==> src/rtl/stkop_pkg.sv <==
package stkop_pkg;
  localparam int OP_W = 4;

  typedef enum logic [OP_W-1:0] {
    OP_RTN = 4'd0,
    OP_NEG = 4'd1,
    OP_ADD = 4'd2,
    OP_SUB = 4'd3,
    OP_MUL = 4'd4,
    OP_DIV = 4'd5,
    OP_ODD = 4'd6,
    OP_MOD = 4'd7,
    OP_EQL = 4'd8,
    OP_NEQ = 4'd9,
    OP_LSS = 4'd10,
    OP_LEQ = 4'd11,
    OP_GTR = 4'd12
  } op_e;

  localparam logic [OP_W-1:0] OP_LAST = 4'd12;

  function automatic logic op_legal(input logic [OP_W-1:0] s);
    return s <= OP_LAST;
  endfunction

  function automatic logic op_divlike(input logic [OP_W-1:0] s);
    return (s == OP_DIV) || (s == OP_MOD);
  endfunction

  // pops one word: everything legal except return, negate and odd test
  function automatic logic op_pops(input logic [OP_W-1:0] s);
    return op_legal(s) && (s != OP_RTN) && (s != OP_NEG) && (s != OP_ODD);
  endfunction
endpackage

==> src/rtl/stkop_alu.sv <==
module stkop_alu
  import stkop_pkg::*;
#(
  parameter int DATA_W = 32
) (
  input  logic [OP_W-1:0]   op,
  input  logic [DATA_W-1:0] lhs,
  input  logic [DATA_W-1:0] rhs,
  output logic [DATA_W-1:0] value
);
  localparam logic [DATA_W-1:0] ONE  = DATA_W'(1);
  localparam logic [DATA_W-1:0] ZERO = '0;

  logic [DATA_W-1:0] prod;
  logic signed [DATA_W-1:0] sl, sr;

  assign prod = lhs * rhs;
  assign sl   = $signed(lhs);
  assign sr   = $signed(rhs);

  always_comb begin
    case (op)
      OP_NEG:  value = ZERO - rhs;
      OP_ADD:  value = lhs + rhs;
      OP_SUB:  value = lhs - rhs;
      OP_MUL:  value = prod;
      OP_ODD:  value = rhs[0] ? ONE : ZERO;
      OP_EQL:  value = (lhs == rhs) ? ONE : ZERO;
      OP_NEQ:  value = (lhs != rhs) ? ONE : ZERO;
      OP_LSS:  value = (sl < sr)    ? ONE : ZERO;
      OP_LEQ:  value = (sl <= sr)   ? ONE : ZERO;
      OP_GTR:  value = (sl > sr)    ? ONE : ZERO;
      default: value = ZERO;
    endcase
  end
endmodule

==> src/rtl/stkop_divider.sv <==
module stkop_divider #(
  parameter int DATA_W = 32
) (
  input  logic              clk,
  input  logic              rst,
  input  logic              go,
  input  logic [DATA_W-1:0] dividend,
  input  logic [DATA_W-1:0] divisor,
  output logic              fin,
  output logic [DATA_W-1:0] quot,
  output logic [DATA_W-1:0] remd
);
  localparam int CNT_W = $clog2(DATA_W + 1);

  logic [CNT_W-1:0]  cnt;
  logic              run;
  logic [DATA_W-1:0] rem_q, quo_q, dvs_q;
  logic              neg_q, neg_r;
  logic [DATA_W:0]   rem_sh, trial;

  assign rem_sh = {rem_q, quo_q[DATA_W-1]};
  assign trial  = rem_sh - {1'b0, dvs_q};

  always_ff @(posedge clk) begin
    if (rst) begin
      cnt   <= '0;
      run   <= 1'b0;
      fin   <= 1'b0;
      rem_q <= '0;
      quo_q <= '0;
      dvs_q <= '0;
      neg_q <= 1'b0;
      neg_r <= 1'b0;
    end else begin
      fin <= 1'b0;
      if (go) begin
        rem_q <= '0;
        quo_q <= dividend[DATA_W-1] ? -dividend : dividend;
        dvs_q <= divisor[DATA_W-1] ? -divisor : divisor;
        neg_q <= dividend[DATA_W-1] ^ divisor[DATA_W-1];
        neg_r <= dividend[DATA_W-1];
        cnt   <= CNT_W'(DATA_W);
        run   <= 1'b1;
      end else if (run) begin
        if (!trial[DATA_W]) begin
          rem_q <= trial[DATA_W-1:0];
          quo_q <= {quo_q[DATA_W-2:0], 1'b1};
        end else begin
          rem_q <= rem_sh[DATA_W-1:0];
          quo_q <= {quo_q[DATA_W-2:0], 1'b0};
        end
        cnt <= cnt - 1'b1;
        if (cnt == CNT_W'(1)) begin
          run <= 1'b0;
          fin <= 1'b1;
        end
      end
    end
  end

  assign quot = neg_q ? -quo_q : quo_q;
  assign remd = neg_r ? -rem_q : rem_q;
endmodule

==> src/rtl/stack_op_unit.sv <==
module stack_op_unit
  import stkop_pkg::*;
#(
  parameter int DATA_W = 32,
  parameter int SP_W   = 10
) (
  input  logic              clk,
  input  logic              rst,
  input  logic              start,
  input  logic [OP_W-1:0]   op_sel,
  input  logic [SP_W-1:0]   sp_in,
  input  logic [DATA_W-1:0] top_word,
  input  logic [DATA_W-1:0] next_word,
  output logic              done,
  output logic [DATA_W-1:0] result,
  output logic [SP_W-1:0]   sp_out,
  output logic              wr_en,
  output logic              ret_flag,
  output logic              div_zero,
  output logic              illegal
);
  typedef enum logic {S_IDLE, S_DIV} st_e;

  st_e               st;
  logic              accept, launch, zero_dvs;
  logic              mod_q;
  logic [SP_W-1:0]   sp_hold;
  logic [DATA_W-1:0] fast_val, quot, remd;
  logic              div_fin;

  assign accept   = start && (st == S_IDLE);
  assign zero_dvs = (top_word == '0);
  assign launch   = accept && op_divlike(op_sel) && !zero_dvs;

  stkop_alu #(.DATA_W(DATA_W)) u_alu (
    .op    (op_sel),
    .lhs   (next_word),
    .rhs   (top_word),
    .value (fast_val)
  );

  stkop_divider #(.DATA_W(DATA_W)) u_div (
    .clk      (clk),
    .rst      (rst),
    .go       (launch),
    .dividend (next_word),
    .divisor  (top_word),
    .fin      (div_fin),
    .quot     (quot),
    .remd     (remd)
  );

  always_ff @(posedge clk) begin
    if (rst) begin
      st       <= S_IDLE;
      done     <= 1'b0;
      wr_en    <= 1'b0;
      ret_flag <= 1'b0;
      div_zero <= 1'b0;
      illegal  <= 1'b0;
      result   <= '0;
      sp_out   <= '0;
      mod_q    <= 1'b0;
      sp_hold  <= '0;
    end else begin
      done     <= 1'b0;                        // pulses
      wr_en    <= 1'b0;
      ret_flag <= 1'b0;
      div_zero <= 1'b0;
      illegal  <= 1'b0;
      case (st)
        S_IDLE: if (accept) begin
          if (!op_legal(op_sel)) begin
            illegal <= 1'b1;
            done    <= 1'b1;
            sp_out  <= sp_in;
          end else if (op_sel == OP_RTN) begin
            ret_flag <= 1'b1;
            done     <= 1'b1;
            sp_out   <= sp_in;
          end else if (op_divlike(op_sel)) begin
            if (zero_dvs) begin
              div_zero <= 1'b1;
              done     <= 1'b1;
              sp_out   <= sp_in;
            end else begin
              st      <= S_DIV;
              mod_q   <= (op_sel == OP_MOD);
              sp_hold <= sp_in - 1'b1;
            end
          end else begin
            result <= fast_val;
            wr_en  <= 1'b1;
            done   <= 1'b1;
            sp_out <= op_pops(op_sel) ? sp_in - 1'b1 : sp_in;
          end
        end
        S_DIV: if (div_fin) begin
          result <= mod_q ? remd : quot;
          sp_out <= sp_hold;
          wr_en  <= 1'b1;
          done   <= 1'b1;
          st     <= S_IDLE;
        end
        default: st <= S_IDLE;
      endcase
    end
  end
endmodule

==> config.mk <==
export PLATFORM = sky130hd
export DESIGN_NAME = stack_op_unit
export DESIGN_NICKNAME = d
export VERILOG_FILES = /design/src/rtl/stkop_pkg.sv /design/src/rtl/stkop_alu.sv /design/src/rtl/stkop_divider.sv /design/src/rtl/stack_op_unit.sv
export SDC_FILE = /design/constraint.sdc
export NUM_CORES = 2
export LEC_CHECK = 0
export ABC_AREA = 1
export BUFFER_PORTS_ARGS = -buffer_cell sky130_fd_sc_hd__buf_2
export CORE_AREA = 2 2 338 340
export CTS_CLUSTER_DIAMETER = 40
export DETAILED_ROUTE_END_ITERATION = 7
export DIE_AREA = 0 0 340 342
export HOLD_SLACK_MARGIN = 0.05
export PLACE_DENSITY_LB_ADDON = 0.25
export SYNTH_ARGS = -nofsm -noshare
export SYNTH_HDL_FRONTEND = slang
export SYNTH_SLANG_ARGS = --single-unit
==> constraint.sdc <==
create_clock -name clk -period 14.5 [get_ports clk]
set_clock_uncertainty 0.05 [all_clocks]
set_input_delay 0.725 -clock clk [delete_from_list [all_inputs] [get_ports clk]]
set_output_delay 0.725 -clock clk [all_outputs]
set_load 0.02 [all_outputs]
== After elaboration in Yosys (flattened, before gate mapping) ==
Cells that the tools add are included.

* Flip-flop bits (word level): 165
* Bits of input ports: 81
* Output and inout port bits: 47
* Logic and storage cells: 142

* Add/subtract/negate cells: 10
* Multipliers: 1
* Order comparisons: 4
* Equality and inequality tests: 23
* Muxes and demuxes: 57
* Bitwise logic cells: 8
* Reductions and logical operators: 20

{| class="wikitable"
|+ Operator list
! cell !! count
|-
| 2-to-1 mux 32 bit || 13
|-
| case mux 32 bit (10 select lines) || 1
|-
| negation 32 bit || 4
|-
| 2-to-1 mux 10 bit || 7
|-
| case mux 32 bit (2 select lines) || 1
|-
| subtractor 33 x 32 -> 33 bit || 1
|-
| adder 32 bit || 1
|-
| equality test 32 bit || 1
|-
| greater-than comparator 32 bit || 1
|-
| <= comparator 32 bit || 1
|-
| logical NOT 32 bit || 1
|-
| less-than comparator 32 bit || 1
|-
| multiplier 32 x 32 -> 32 bit || 1
|-
| != test 32 bit || 1
|-
| subtractor 1 x 32 -> 32 bit (first input constant) || 1
|-
| subtractor 32 bit || 1
|-
| 2-to-1 mux 1 bit || 29
|-
| equality test 4 bit (second input constant) || 5
|-
| case mux 10 bit (2 select lines) || 1
|-
| equality test 4 x 3 -> 1 bit (second input constant) || 4
|-
| 2-to-1 mux 6 bit || 2
|-
| subtractor 10 x 1 -> 10 bit (second input constant) || 1
|-
| equality test 4 x 2 -> 1 bit (second input constant) || 2
|-
| inverter 1 bit || 7
|-
| other kinds (24) || 35
|}

== Longest topological paths before layout ==
* Depth after elaboration: 10
* Depth in mapped cells: 39
* Depth with buffers taken out: 36

== Cells and area by module ==
A second synthesis with hierarchy kept.

* Cells, all modules: 5719
* Area total of the unflattened synthesis: 36023.3 µm²

{| class="wikitable"
|+ Modules (own cells, without submodules)
! module !! instances !! cells each !! area an instance (µm²) !! sequential area each (µm²)
|-
| stkop_alu || 1 || 3390 || 22457.8 || 0.0
|-
| stkop_divider || 1 || 1825 || 10296.1 || 2122.0
|-
| stack_op_unit || 1 || 504 || 3269.4 || 1181.1
|}

== Worst setup path before layout ==
OpenSTA, ideal clock, no wires.

* Path kind: input-to-reg
* From: input next_word[11]
* To: register result[30]
* Arrival time: 7087 ps
* Data required time: 14330 ps
* Slack: 7243 ps
* Cell stages on the path: 28
* Cell sequence: clkbuf_1 -> clkbuf_1 -> clkbuf_1 -> nand2_1 -> fa_1 -> inv_1 -> fa_1 -> inv_1 -> fa_1 -> inv_1 -> fa_1 -> inv_1 -> fa_1 -> fa_1 -> inv_1 -> fa_1 -> fa_1 -> ha_1 -> inv_1 -> nor3_1 -> nand2_1 -> o211a_1 -> nand2_1 -> nand2_1 -> nand3_1 -> o21ai_0 -> o21ai_0 -> a21oi_1

* Longest elaborated chain between the ends: 7
* Elaborated cells on any way between the ends: 9
* Those cells by class: 2 x add/sub; 1 x mul; 6 x mux

{| class="wikitable"
|+ RTL lines
! item !! line !! text
|-
| start: declaration || stack_op_unit.sv:13 || <nowiki>input logic [DATA_W-1:0] next_word,</nowiki>
|-
| multiplier 32 x 32 -> 32 bit (tied with other cells) || stkop_alu.sv:17 || <nowiki>assign prod = lhs * rhs;</nowiki>
|-
| case mux 32 bit (10 select lines) * || stkop_alu.sv:22 || <nowiki>case (op)</nowiki>
|-
| 2-to-1 mux 32 bit * || stack_op_unit.sv:81 || <nowiki>end else if (op_divlike(op_sel)) begin</nowiki>
|-
| 2-to-1 mux 32 bit * || stack_op_unit.sv:77 || <nowiki>end else if (op_sel == OP_RTN) begin</nowiki>
|-
| 2-to-1 mux 32 bit * || stack_op_unit.sv:73 || <nowiki>if (!op_legal(op_sel)) begin</nowiki>
|-
| 2-to-1 mux 32 bit * || stack_op_unit.sv:72 || <nowiki>S_IDLE: if (accept) begin</nowiki>
|-
| case mux 32 bit (2 select lines) * || stack_op_unit.sv:71 || <nowiki>case (st)</nowiki>
|-
| end signal: assignment || stack_op_unit.sv:92 || <nowiki>result <= fast_val;</nowiki>
|-
| end signal: assignment || stack_op_unit.sv:99 || <nowiki>result <= mod_q ? remd : quot;</nowiki>
|-
| end: declaration || stack_op_unit.sv:15 || <nowiki>output logic [DATA_W-1:0] result,</nowiki>
|}

Mark *: on every way between the ends. The rest lies on a longest branch, timed or not. The select of a mux whose other input is x is not followed.
A chain may end at the register's enable or synchronous reset.

== Worst setup path in the final report ==
* From: input top_word[10]
* To: register result[28]

* Longest elaborated chain between the ends: 7
* Elaborated cells on any way between the ends: 10
* Those cells by class: 3 x add/sub; 1 x mul; 6 x mux

{| class="wikitable"
|+ RTL lines
! item !! line !! text
|-
| start: declaration || stack_op_unit.sv:12 || <nowiki>input logic [DATA_W-1:0] top_word,</nowiki>
|-
| multiplier 32 x 32 -> 32 bit (tied with other cells) || stkop_alu.sv:17 ||
|-
| case mux 32 bit (10 select lines) * || stkop_alu.sv:22 ||
|-
| 2-to-1 mux 32 bit * || stack_op_unit.sv:81 ||
|-
| 2-to-1 mux 32 bit * || stack_op_unit.sv:77 ||
|-
| 2-to-1 mux 32 bit * || stack_op_unit.sv:73 ||
|-
| 2-to-1 mux 32 bit * || stack_op_unit.sv:72 ||
|-
| case mux 32 bit (2 select lines) * || stack_op_unit.sv:71 ||
|}

Marked as above.

==> impl_metrics.py <==
metrics = {
    "status": {
        "outcome": "complete, no violations",
    },
    "sta": {
        "max_freq_mhz": 123,
        "hold_violations": 0,
        "rsz0062_at_grt": "false",
        "final.min_clock_period_ns": 8.12,
        "whs_ns": 0.423,
        "worst_pin_slew_ns": 1.07,
        "fin_crit_sh": 0.560,
        "setup_viol": 0,
        "maxSlewHeadroom": 0.281,
        "fin_setup_tns_ns": 0,
        "final_max_slew_viol_count": 0,
    },
    "clock_tree": {
        "numCtsBuffers": 17,
        "path_clk_slew_ns": 0.08,
        "cts_resized": 0,
        "holdBufCountCts": 0,
        "clock_latency_ns": 0.48,
        "cts_tree": "built",
        "post_cts_buffers": 0,
        "root_buffer": "clkbuf_16",
        "htree_levels": 4,
        "clockBufferDepth": 2,
        "cts_sinks": 165,
    },
    "synthesis": {
        "ys_seq_area_frac": 0.0984,
        "yosysWarningCount": 0,
        "netlist_area_sq_um": 33600,
        "synth_top_flop_cell": "dfxtp_1",
        "ys_ff_latch": 165,
        "synth_edf_count": 0,
        "synth.avg_cell_area_sq_um": 6.54,
        "synthesis.nets": 5854,
        "async_reset_ff_frac": 0,
        "syn_inst": 5136,
        "synth_cell_types": 57,
    },
    "placement": {
        "dp_hpwl_um": 107000,
        "portBuffers": 127,
        "gp_congestion": 0.968,
        "post-place-cells": 6578,
    },
    "global_routing": {
        "grtUsageTotal": 0.234,
        "grt_pass1_vias": 32600,
        "grt-ovfl-total": 0,
        "grt_max_degree": 68,
        "antenna_found_initial": 2,
        "grt_pass1_wl_um": 206000,
    },
    "routing": {
        "drt-initial-drc-count": 3429,
        "drtPass1Iterations": 6,
        "post_drt_via_cell_ratio": 5.04,
        "antenna_left": 0,
        "vias": 33300,
        "wl_per_cell_um": 20.8,
        "drc": 0,
        "routed_wl_um": 137000,
    },
    "critical_path": {
        "crit_path_start_kind": "primary input",
        "r2r-start": "u_div.quo_q[31]$_SDFFE_PP0P_",
        "end_kind": "flop",
        "arrival_ns": 8.48,
        "worstPathMaxFanout": 25,
        "slowest_stage": "fa_1",
        "crit_path_frequent_cell": "fa_1",
        "required_ns": 14.86,
        "critical-path-max-stage-delay_ns": 0.58,
        "cpLargestDelayFamily": "adder cells",
        "critical_path_class": "in2reg",
        "path_buf_inv": 6,
        "critical_path.startpoint": "top_word[10]",
    },
    "die": {
        "rows": 124,
        "die_y_um": 342,
        "start_util": 0.297,
        "core_area_sq_um": 113000,
        "io_pins": 128,
        "die_w_um": 340,
        "die_area_sq_um": 116000,
    },
    "cells_and_area": {
        "drive_above_1_share": 0.0510,
        "area_growth_pct": 7.49,
        "fillers": 12500,
        "final_cells": 6612,
        "nets": 5803,
    },
    "worst_hold_path": {
        "min_path_type": "reg2reg",
        "hold_path_startpoint": "sp_hold[4]$_SDFFE_PP0P_",
    },
    "run": {
        "maxCapViolations": 0,
    },
}
[synthesized netlist by cell type, types with 6 or more instances]
library cell,n,area [sq um]
inv_1,1094,4110
nand4_1,42,263
nand3_1,210,1050
inv_2,6,22.5
nor3_1,54,270
xnor2_1,31,272
or2_2,19,119
a221oi_1,6,52.6
o22ai_1,37,231
a21o_1,18,135
a21boi_0,13,97.6
nor4_1,25,156
o21ai_1,10,50.1
ha_1,226,2830
a31oi_1,23,144
nand2_2,6,37.5
fa_1,411,8230
xor2_1,80,701
o21bai_1,22,165
o211ai_1,38,285
a211oi_1,8,60.1
buf_2,29,145
buf_6,7,78.8
o2111ai_1,8,70.1
nand2_1,1269,4760
buf_1,38,143
a21oi_1,349,1750
dfxtp_1,165,3300
clkbuf_1,171,642
o21ai_0,332,1660
nor2_1,332,1250
[layout make-up]
| class | count | area [sq um] | share of cell area |
|---|---|---|---|
| multi-input cells | 3622 | 25100 | 0.696 |
| inverters | 1104 | 4150 | 0.115 |
| flip-flops and latches | 165 | 3300 | 0.0915 |
| well taps | 1512 | 1890 | 0.0524 |
| repair buffers | 175 | 996 | 0.0276 |
| clock buffers | 17 | 425 | 0.0118 |
| clock inverters | 15 | 183 | 0.00506 |
| diodes | 2 | 5.00 | 0.000139 |
[registers in the layout, summed over array words and instances, names as in the netlist]
name and flops:
u_div.neg_q 1, illegal 1, wr_en 1, u_div.dvs_q 32, u_div.rem_q 32, u_div.quo_q 32, st 1, result 32
sp_out 10, ret_flag 1, u_div.neg_r 1, u_div.run 1, u_div.fin 1, u_div.cnt 6, div_zero 1, sp_hold 10
mod_q 1, done 1
[worst register-to-register path: stages (launching register included)]
cell	delay, ns
dfxtp_1	0.52
inv_1	0.23
ha_1	0.27
fa_1	0.41
o21ai_1	0.31
nand3_1	0.11
nand2_1	0.19
nand2_1	0.08
nand2_1	0.10
inv_1	0.06
o21ai_1	0.19
nand3_1	0.12
nand2_1	0.09
nand2_1	0.06
nand2_2	0.33
buf_4	0.50
o21ai_0	0.18
o211ai_1	0.11
a21oi_1	0.08
[final timing paths]
path                            slack, ns                           end  cells past startpoint
worst max-delay path                 6.38       result[28]$_SDFFE_PP0P_                     29
worst min-delay path                 0.42       sp_hold[4]$_SDFFE_PP0P_                      2
worst max register to register      10.39  u_div.rem_q[20]$_SDFFE_PP0P_                     18
worst min register to register       0.42       sp_hold[4]$_SDFFE_PP0P_                      2
[cells in the final DEF (no fill, tap or decap), drive strengths merged, types with 57 or more instances in the layout]
master,n
nand3,210
a21oi,349
dfxtp,165
ha,226
buf,175
inv,1108
o21ai,342
nor3,57
xor2,80
nor2,338
fa,411
nand2,1277
[metal layers]
layer | GRT usage | part of all wire | routed length, um | vias up
met1 | 0.330 | 0.45 | 61400 | 16000
met3 | 0.0356 | 0.083 | 11400 | 212
met2 | 0.367 | 0.44 | 59800 | 1309
met5 | 0 | 0.00019 | 26 | -
li1 | - | - | - | 15800
met4 | 0.0725 | 0.033 | 4580 | 4
[per-stage QoR]
step | utilization | area, sq um | setup WS, ns
2_1_floorplan | - | 33600 | 7.24
3_3_place_gp | 0.314 | 35500 | 5.85
3_5_place_dp | 0.314 | 35500 | 5.95
4_1_cts | 0.319 | 36100 | 6.42
5_1_grt | 0.319 | 36100 | 6.04
6_report | 0.319 | 36100 | 6.38
[kinds of logic after synthesis]
family          after synthesis  share of synthesized area
simple gates               1984                      0.243
fa+ha+maj                   637                      0.329
xor+xnor                    111                     0.0290
buf+inv                    1349                      0.154
compound gates              890                      0.146
flops                       165                     0.0984
Power is left out: the tool's default activity adds up to more than one toggle a clock period on the data nets, which glitch-free logic cannot reach.
